===== src/rtl/otp_prog_pkg.sv =====
package otp_prog_pkg;

    typedef enum logic [4:0] {
        S_IDLE,
        S_ERR,
        S_WAKE,
        S_TRIM,
        S_MSET,
        S_CEON,
        S_PGON,
        S_WAIT,
        S_SETUP,
        S_PULSE,
        S_GAP,
        S_OFF_WE,
        S_OFF_PG,
        S_OFF_CE,
        S_OFF_TM,
        S_OFF_TR,
        S_OFF_SB
    } seq_state_e;

    localparam logic [1:0] TMODE_PROG = 2'b10;
    localparam logic [1:0] TMODE_OFF  = 2'b00;

    typedef struct packed {
        logic       stdby;
        logic       trim;
        logic [1:0] tmode;
        logic       ce;
        logic       prog;
        logic       we;
    } macro_ctl_t;

    // cycles = ceil(ns * mhz / 1000), never below one
    function automatic int ns_to_cyc(input int ns, input int mhz);
        int c;
        c = (ns * mhz + 999) / 1000;
        if (c < 1) c = 1;
        return c;
    endfunction

    function automatic int max_of4(input int a, input int b, input int c, input int d);
        int m;
        m = a;
        if (b > m) m = b;
        if (c > m) m = c;
        if (d > m) m = d;
        return m;
    endfunction

endpackage


===== src/rtl/otp_dly_timer.sv =====
module otp_dly_timer #(
    parameter int TW = 8
) (
    input  logic          clk,
    input  logic          rst,
    input  logic          load,
    input  logic [TW-1:0] load_val,
    output logic          expired
);
    logic [TW-1:0] cnt_q;

    always_ff @(posedge clk) begin
        if (rst) begin
            cnt_q <= '0;
        end else if (load) begin
            cnt_q <= load_val;
        end else if (cnt_q != '0) begin
            cnt_q <= cnt_q - 1'b1;
        end
    end

    assign expired = (cnt_q == '0);
endmodule


===== src/rtl/otp_bound_chk.sv =====
module otp_bound_chk #(
    parameter int FUSE_WORDS = 4096,
    parameter int IW         = 13
) (
    input  logic [IW-1:0] start_idx,
    input  logic [IW-1:0] word_cnt,
    output logic          reject
);
    localparam int       IW1 = IW + 1;
    localparam logic [IW:0] LIM = IW1'(FUSE_WORDS);

    logic [IW:0] end_ext;
    logic        idx_over;

    assign end_ext = {1'b0, start_idx} + {1'b0, word_cnt};

    generate
        if (FUSE_WORDS == (1 << (IW - 1))) begin : g_pow2
            // index beyond the array exactly when its top bit is set
            assign idx_over = start_idx[IW-1];
        end else begin : g_any
            assign idx_over = ({1'b0, start_idx} >= LIM);
        end
    endgenerate

    assign reject = idx_over || (end_ext > LIM);
endmodule


===== src/rtl/otp_bit_walk.sv =====
module otp_bit_walk #(
    parameter int BITS = 32,
    parameter int BW   = 5
) (
    input  logic          clk,
    input  logic          rst,
    input  logic          clr,
    input  logic          step,
    output logic [BW-1:0] bit_idx,
    output logic          red,
    output logic          last
);
    localparam logic [BW-1:0] TOP = BW'(BITS - 1);

    logic [BW-1:0] bit_q;
    logic          red_q;

    always_ff @(posedge clk) begin
        if (rst || clr) begin
            bit_q <= '0;
            red_q <= 1'b0;
        end else if (step) begin
            if (bit_q == TOP) begin
                bit_q <= '0;
                red_q <= 1'b1;
            end else begin
                bit_q <= bit_q + 1'b1;
            end
        end
    end

    assign bit_idx = bit_q;
    assign red     = red_q;
    assign last    = red_q && (bit_q == TOP);
endmodule


===== src/rtl/otp_prog_fsm.sv =====
module otp_prog_fsm
    import otp_prog_pkg::*;
#(
    parameter int AW     = 12,
    parameter int IW     = 13,
    parameter int BW     = 5,
    parameter int WORD_W = 32,
    parameter int TW     = 12,
    parameter int D_MS   = 1,
    parameter int D_AS   = 1,
    parameter int D_PW   = 1,
    parameter int D_PI   = 1
) (
    input  logic              clk,
    input  logic              rst,
    input  logic              start,
    input  logic              reject,
    input  logic [IW-1:0]     word_cnt,
    input  logic [AW-1:0]     start_lo,
    input  logic              wd_valid,
    input  logic [WORD_W-1:0] wd_data,
    input  logic              tmr_exp,
    input  logic              walk_last,
    input  logic [BW-1:0]     walk_bit,
    output logic              tmr_ld,
    output logic [TW-1:0]     tmr_val,
    output logic              walk_clr,
    output logic              walk_step,
    output logic              wd_ready,
    output logic [AW-1:0]     addr,
    output logic              din,
    output macro_ctl_t        ctl,
    output logic              done,
    output logic              err
);
    localparam logic [TW-1:0] LD_MS = TW'(D_MS - 1);
    localparam logic [TW-1:0] LD_AS = TW'(D_AS - 1);
    localparam logic [TW-1:0] LD_PW = TW'(D_PW - 1);
    localparam logic [TW-1:0] LD_PI = TW'(D_PI - 1);
    localparam logic [IW-1:0] ONE   = IW'(1);

    seq_state_e          st_q, st_d;
    logic [IW-1:0]       rem_q;
    logic [AW-1:0]       idx_q;
    logic [AW-1:0]       addr_q;
    logic [WORD_W-1:0]   data_q;
    logic                err_q;
    logic                accept, word_end, launch;

    always_comb begin
        st_d      = st_q;
        tmr_ld    = 1'b0;
        tmr_val   = '0;
        walk_clr  = 1'b0;
        walk_step = 1'b0;
        accept    = 1'b0;
        word_end  = 1'b0;
        launch    = 1'b0;
        unique case (st_q)
            S_IDLE: begin
                if (start) begin
                    if (reject) begin
                        st_d = S_ERR;
                    end else begin
                        st_d   = S_WAKE;
                        launch = 1'b1;
                    end
                end
            end
            S_ERR:  st_d = S_IDLE;
            S_WAKE: st_d = S_TRIM;
            S_TRIM: begin
                st_d    = S_MSET;
                tmr_ld  = 1'b1;
                tmr_val = LD_MS;
            end
            S_MSET: if (tmr_exp) st_d = S_CEON;
            S_CEON: st_d = S_PGON;
            S_PGON: st_d = (rem_q == '0) ? S_OFF_WE : S_WAIT;
            S_WAIT: begin
                if (wd_valid) begin
                    accept  = 1'b1;
                    st_d    = S_SETUP;
                    tmr_ld  = 1'b1;
                    tmr_val = LD_AS;
                end
            end
            S_SETUP: begin
                if (tmr_exp) begin
                    st_d    = S_PULSE;
                    tmr_ld  = 1'b1;
                    tmr_val = LD_PW;
                end
            end
            S_PULSE: begin
                if (tmr_exp) begin
                    st_d    = S_GAP;
                    tmr_ld  = 1'b1;
                    tmr_val = LD_PI;
                end
            end
            S_GAP: begin
                if (tmr_exp) begin
                    if (walk_last) begin
                        walk_clr = 1'b1;
                        word_end = 1'b1;
                        st_d     = (rem_q == ONE) ? S_OFF_WE : S_WAIT;
                    end else begin
                        walk_step = 1'b1;
                        st_d      = S_SETUP;
                        tmr_ld    = 1'b1;
                        tmr_val   = LD_AS;
                    end
                end
            end
            S_OFF_WE: st_d = S_OFF_PG;
            S_OFF_PG: st_d = S_OFF_CE;
            S_OFF_CE: st_d = S_OFF_TM;
            S_OFF_TM: st_d = S_OFF_TR;
            S_OFF_TR: st_d = S_OFF_SB;
            S_OFF_SB: st_d = S_IDLE;
            default:  st_d = S_IDLE;
        endcase
    end

    always_ff @(posedge clk) begin
        if (rst) begin
            st_q   <= S_IDLE;
            rem_q  <= '0;
            idx_q  <= '0;
            addr_q <= '0;
            data_q <= '0;
            err_q  <= 1'b0;
        end else begin
            st_q <= st_d;
            if (st_q == S_IDLE && start) begin
                err_q <= reject;
            end
            if (launch) begin
                rem_q  <= word_cnt;
                idx_q  <= start_lo;
                addr_q <= '0;
            end
            if (accept) begin
                data_q <= wd_data;
                addr_q <= idx_q;
            end
            if (word_end) begin
                rem_q <= rem_q - 1'b1;
                idx_q <= idx_q + 1'b1;
            end
            if (st_q == S_OFF_SB) begin
                addr_q <= '0;
            end
        end
    end

    logic bit_phase;
    assign bit_phase = (st_q == S_SETUP) || (st_q == S_PULSE) || (st_q == S_GAP);

    always_comb begin
        ctl.stdby = (st_q >= S_WAKE) && (st_q <= S_OFF_TR);
        ctl.trim  = (st_q >= S_TRIM) && (st_q <= S_OFF_TM);
        ctl.tmode = ((st_q >= S_MSET) && (st_q <= S_OFF_CE)) ? TMODE_PROG : TMODE_OFF;
        ctl.ce    = (st_q >= S_CEON) && (st_q <= S_OFF_PG);
        ctl.prog  = (st_q >= S_PGON) && (st_q <= S_OFF_WE);
        ctl.we    = (st_q == S_PULSE);
    end

    assign wd_ready = (st_q == S_WAIT);
    assign addr     = addr_q;
    assign din      = bit_phase && data_q[walk_bit];
    assign done     = (st_q == S_ERR) || (st_q == S_OFF_SB);
    assign err      = err_q;
endmodule


===== src/rtl/otp_prog_seq.sv =====
module otp_prog_seq
    import otp_prog_pkg::*;
#(
    parameter int FUSE_WORDS = 4096,
    parameter int WORD_W     = 32,
    parameter int CLK_MHZ    = 125,
    parameter int T_MS_NS    = 1000,
    parameter int T_AS_NS    = 1000,
    parameter int T_PW_NS    = 20000,
    parameter int T_PI_NS    = 5000,
    localparam int AW        = $clog2(FUSE_WORDS),
    localparam int IW        = AW + 1,
    localparam int BW        = $clog2(WORD_W)
) (
    input  logic              clk,
    input  logic              rst,
    input  logic              start,
    input  logic [IW-1:0]     start_idx,
    input  logic [IW-1:0]     word_cnt,
    input  logic              wd_valid,
    input  logic [WORD_W-1:0] wd_data,
    output logic              wd_ready,
    output logic              done,
    output logic              err,
    output logic              m_stdby,
    output logic              m_trim,
    output logic [1:0]        m_tmode,
    output logic              m_ce,
    output logic              m_prog,
    output logic [AW-1:0]     m_addr,
    output logic              m_red,
    output logic [BW-1:0]     m_bit,
    output logic              m_din,
    output logic              m_we
);
    localparam int D_MS  = ns_to_cyc(T_MS_NS, CLK_MHZ);
    localparam int D_AS  = ns_to_cyc(T_AS_NS, CLK_MHZ);
    localparam int D_PW  = ns_to_cyc(T_PW_NS, CLK_MHZ);
    localparam int D_PI  = ns_to_cyc(T_PI_NS, CLK_MHZ);
    localparam int D_MAX = max_of4(D_MS, D_AS, D_PW, D_PI);
    localparam int TW    = $clog2(D_MAX + 1);

    logic          reject;
    logic          tmr_ld, tmr_exp;
    logic [TW-1:0] tmr_val;
    logic          walk_clr, walk_step, walk_last, walk_red;
    logic [BW-1:0] walk_bit;
    macro_ctl_t    ctl;

    otp_bound_chk #(.FUSE_WORDS(FUSE_WORDS), .IW(IW)) u_bound (
        .start_idx (start_idx),
        .word_cnt  (word_cnt),
        .reject    (reject)
    );

    otp_dly_timer #(.TW(TW)) u_timer (
        .clk      (clk),
        .rst      (rst),
        .load     (tmr_ld),
        .load_val (tmr_val),
        .expired  (tmr_exp)
    );

    otp_bit_walk #(.BITS(WORD_W), .BW(BW)) u_walk (
        .clk     (clk),
        .rst     (rst),
        .clr     (walk_clr),
        .step    (walk_step),
        .bit_idx (walk_bit),
        .red     (walk_red),
        .last    (walk_last)
    );

    otp_prog_fsm #(
        .AW(AW), .IW(IW), .BW(BW), .WORD_W(WORD_W), .TW(TW),
        .D_MS(D_MS), .D_AS(D_AS), .D_PW(D_PW), .D_PI(D_PI)
    ) u_fsm (
        .clk       (clk),
        .rst       (rst),
        .start     (start),
        .reject    (reject),
        .word_cnt  (word_cnt),
        .start_lo  (start_idx[AW-1:0]),
        .wd_valid  (wd_valid),
        .wd_data   (wd_data),
        .tmr_exp   (tmr_exp),
        .walk_last (walk_last),
        .walk_bit  (walk_bit),
        .tmr_ld    (tmr_ld),
        .tmr_val   (tmr_val),
        .walk_clr  (walk_clr),
        .walk_step (walk_step),
        .wd_ready  (wd_ready),
        .addr      (m_addr),
        .din       (m_din),
        .ctl       (ctl),
        .done      (done),
        .err       (err)
    );

    assign m_stdby = ctl.stdby;
    assign m_trim  = ctl.trim;
    assign m_tmode = ctl.tmode;
    assign m_ce    = ctl.ce;
    assign m_prog  = ctl.prog;
    assign m_we    = ctl.we;
    assign m_red   = walk_red;
    assign m_bit   = walk_bit;
endmodule


===== config.mk =====
export PLATFORM = sky130hd
export DESIGN_NAME = otp_prog_seq
export DESIGN_NICKNAME = d
export VERILOG_FILES = /design/src/rtl/otp_prog_pkg.sv /design/src/rtl/otp_dly_timer.sv /design/src/rtl/otp_bound_chk.sv /design/src/rtl/otp_bit_walk.sv /design/src/rtl/otp_prog_fsm.sv /design/src/rtl/otp_prog_seq.sv
export SDC_FILE = /design/constraint.sdc
export NUM_CORES = 1
export LEC_CHECK = 0
export ABC_CLOCK_PERIOD_IN_PS = 4200
export BUFFER_PORTS_ARGS = -buffer_cell sky130_fd_sc_hd__buf_2
export CAP_MARGIN = 40
export CORE_ASPECT_RATIO = 0.9
export CORE_MARGIN = 2
export CORE_UTILIZATION = 48
export CTS_CLUSTER_DIAMETER = 40
export DETAILED_ROUTE_END_ITERATION = 7
export GPL_ROUTABILITY_DRIVEN = 0
export MAX_ROUTING_LAYER = met4
export PLACE_DENSITY = 0.73
export SLEW_MARGIN = 20
export SYNTH_ARGS = -nofsm -noshare
export SYNTH_HDL_FRONTEND = slang
export SYNTH_SLANG_ARGS = --single-unit

===== constraint.sdc =====
create_clock -name clk -period 4.2 [get_ports clk]
set_clock_uncertainty 0.05 [all_clocks]
set_input_delay 0.84 -clock clk [delete_from_list [all_inputs] [get_ports clk]]
set_output_delay 0.84 -clock clk [all_outputs]
set_load 0.02 [all_outputs]

==> run_results.csv <==
group,metric,value,unit
timing,worst_max_slew_pin_slew,0.786,ns
final_layout,final_util,57.3,%
die,die_width,115,microns
timing,timing.setup.tns,0,ns
routing,drt_pass1_iterations,5,
die,pin_count,91,
routing,dr_wl_met2,6.22,mm
clock_network,cts-htree-levels,3,
routing,route.layer.met1.wl,6.49,mm
routing,route.met3.wl,970,microns
final_layout,nets,828,
routing,topRoutingLayerUsed,"met4",
power_and_ir_drop,power_leakage,2.45,nW
timing,clock.fmax,259,MHz
yosys,synth-edff-count,0,
final_layout,drive_gt1_share,18.2,%
die,die_area,0.0119,sq mm
timing,finalCritPeriodShare,92.0,%
clock_network,clk_latency,0.35,ns
grt,pin_count_of_the_biggest_net_entering_global_routing,46,
die,core_region_area,0.0108,sq mm
yosys,syn_area_per_cell,7.90,sq um
worst_setup_path,cp_slowest_stage_delay,0.59,ns
place,hpwlAfterDp,10.3,mm
worst_setup_path,critPathArrivalTime,4.05,ns
die,num_rows,36,
grt,antenna_found_initial,0,
routing,route.detailed.vias_per_inst,5.86,
routing,wire_per_inst,15.7,microns
worst_setup_path,path_max_fanout,12,
yosys,dominantRegCellSynth,"sky130_fd_sc_hd__dfxtp_1",
worst_setup_path,cp-start-kind,"input port",
worst_setup_path,worst_path_cell_trace,"buf_2 > ha_1 > inv_1 > fa_1 > xor2_1 > o21ai_1 > or4b_1 > nor4_1 > o211ai_1 > or4b_1 > a21bo_1 > and3_4 > a22o_1",
routing,routed_wl,13.9,mm
timing,finalSetupViolCount,0,
yosys,post-synth-top-area-cell,"sky130_fd_sc_hd__dfxtp_1",
grt,aggregate_global_route_resource_usage,24.4,%
routing,number_of_nets_with_antenna_violations_after_routing,0,
final_layout,num_antenna_cells,0,
yosys,synth.distinct_cells,59,
timing,slew-limit-headroom,46.2,%
final_layout,area_growth_syn_to_layout,16.8,%
clock_network,cts_tree,"done",
die,initial_utilization,49.0,%
worst_setup_path,critical_path_class,"input port to register",
clock_network,holdBufCountCts,0,
clock_network,cts.clk_slew.worst_paths,0.07,ns
routing,drcViolationCount,0,
worst_setup_path,slowest_stage,"sky130_fd_sc_hd__or4b_1",
run,maxCapViolCount,0,
outcome,status,"complete, no violations",
timing,timing_max_transition_violations_final,0,
clock_network,cts-resized-gates,0,
yosys,syn-num-nets,753,
clock_network,cts_inserted_buffers,9,
yosys,synth.yosys.seq_area_share,35.1,%
clock_network,cts_root_buf,"sky130_fd_sc_hd__clkbuf_16",
worst_setup_path,crit_path_frequent_cell,"sky130_fd_sc_hd__or4b_1",
yosys,synth-seq-cells,93,
timing,finalWorstPathRequiredPeriod,3.87,ns
worst_hold_path,min_path_type,"register to register",
worst_setup_path,cp-end-kind,"register",
routing,via_count,5182,
grt,first_global_vias,4743,
grt,remaining_global_route_overflow,0,
grt,grt_first_pass_wirelength,23.0,mm
yosys,post-synth-top-count-cell,"sky130_fd_sc_hd__nand2_1",
die,floorplan.die.height,104,microns
yosys,netlist.area_leader.share,35.1,%
clock_network,ctsLongestPathBuffers,2,
routing,drt_iter0_markers,336,
power_and_ir_drop,irDropWorstVdd,0.000204,V
yosys,ys_top_cells_by_area,"sky130_fd_sc_hd__dfxtp_1, sky130_fd_sc_hd__nand2_1, sky130_fd_sc_hd__a21oi_1",
yosys,asyncSetResetFlopFracSynth,0,%
yosys,netlist_area,0.00530,sq mm
timing,hold_viol,0,
yosys,postSynthCellCount,671,
clock_network,clkSinkCount,93,
place,placement.io_buffers,89,
clock_network,post_cts_buffers,0,
worst_setup_path,worst-endpoint-required,4.38,ns
yosys,ys_top_cells_by_count,"sky130_fd_sc_hd__nand2_1, sky130_fd_sc_hd__dfxtp_1, sky130_fd_sc_hd__a21oi_1",
timing,rsz0062_at_grt,"false",
power_and_ir_drop,power.density_cell_area,394,mW/mm^2
yosys,ys_warn_count,0,
## path summary, 6_finish.rpt
| path | depth (start not counted) | end | slack [ns] | start |
|---|---|---|---|---|
| hold reg to reg | 2 | u_fsm.data_q[18]$_SDFFE_PP0P_ | 0.40 | u_fsm.data_q[18]$_SDFFE_PP0P_ |
| setup reg to reg | 8 | u_fsm.idx_q[11]$_SDFFE_PP0P_ | 1.14 | u_walk.bit_idx[0]$_SDFFE_PP0P_ |
| setup / recovery | 13 | u_fsm.addr[6]$_SDFFE_PP0P_ | 0.33 | start_idx[0] |
| hold / removal | 2 | u_fsm.data_q[18]$_SDFFE_PP0P_ | 0.40 | u_fsm.data_q[18]$_SDFFE_PP0P_ |
## cell usage in the layout (no fill, tap or decap), drive strengths merged, types with 3 or more instances in the layout
master	netlist	layout
nand2	113	113
buf	10	105
dfxtp	93	93
a21oi	83	83
nor2	46	46
nand3	30	30
nor3	22	22
o21ai	21	21
ha	19	19
inv	16	19
nand2b	13	13
a31oi	13	13
a22o	13	13
mux4	10	10
clkbuf	32	10
xor2	9	9
a211oi	8	8
nor3b	8	8
mux2i	7	7
o21a	7	7
xnor2	7	7
and3	7	7
nor4	7	7
nand4	6	6
or4	6	6
and2	5	5
o211ai	5	5
or3	5	5
o31ai	5	5
a21o	4	4
nor2b	4	4
nand3b	3	3
o41ai	3	3
a311o	3	3
## critical path, delay by kind of cell
kind	cells	cell delay [ns]
AO/OA/AOI/OAI	4	0.73
buffers and inverters	2	0.16
adder cells (fa/ha/maj)	2	0.57
AND/OR/NAND/NOR	4	1.57
XOR/XNOR	1	0.17
## logic make-up after synthesis
family	Yosys count	share of synthesized area, %
other cells	1	0.0708
fa+ha+maj	20	4.86
simple gates	282	25.3
mux	17	5.57
xor+xnor	16	2.64
compound gates	184	21.9
flops	93	35.1
buf+inv	58	4.53
## where the power goes
group / internal (mW) / switching, mW / total [mW] / leakage, nW
logic: 0.252 / 0.336 / 0.588 / 1.54
clock network: 0.476 / 0.378 / 0.854 / 0.151
registers: 0.934 / 0.0629 / 0.997 / 0.753
total: 1.66 / 0.777 / 2.44 / 2.45
## final cells by class
cell class / count / area, sq um
repair buffers: 106 / 583
clock buffers: 9 / 225
fillers: 1009 / 4620
well taps: 133 / 166
clock inverters: 7 / 91.3
flip-flops and latches: 93 / 1860
multi-input cells: 520 / 3200
inverters: 16 / 60.1
## per-stage QoR
step	setup WS, ns	instances	power, mW	hold WS (ns)	instance area, sq um
final	0.335	884	2.44	0.404	6190
after global routing	0.188	884	2.57	0.428	6190
after CTS	0.351	883	2.44	0.406	6190
after detailed placement	0.00351	867	1.59	0.396	5870
after global placement	0.101	867	1.57	0.389	5870
after floorplan	0.122	671	1.43	0.383	5300
## registers in the layout (all words and copies together), names as in the netlist
signal and flops:
u_fsm.err 1, u_fsm.st_q 5, u_fsm.addr 12, u_walk.red 1
u_walk.bit_idx 5, u_fsm.idx_q 12, u_timer.cnt_q 12, u_fsm.data_q 32
u_fsm.rem_q 13
## metal layers
| metal | up-vias | GRT usage [%] |
|---|---|---|
| li1 | 2588 | - |
| met2 | 179 | 35.8 |
| met5 | - | - |
| met4 | 0 | 7.14 |
| met1 | 2400 | 34.7 |
| met3 | 15 | 4.21 |
Power figures use the tool's default switching activity.
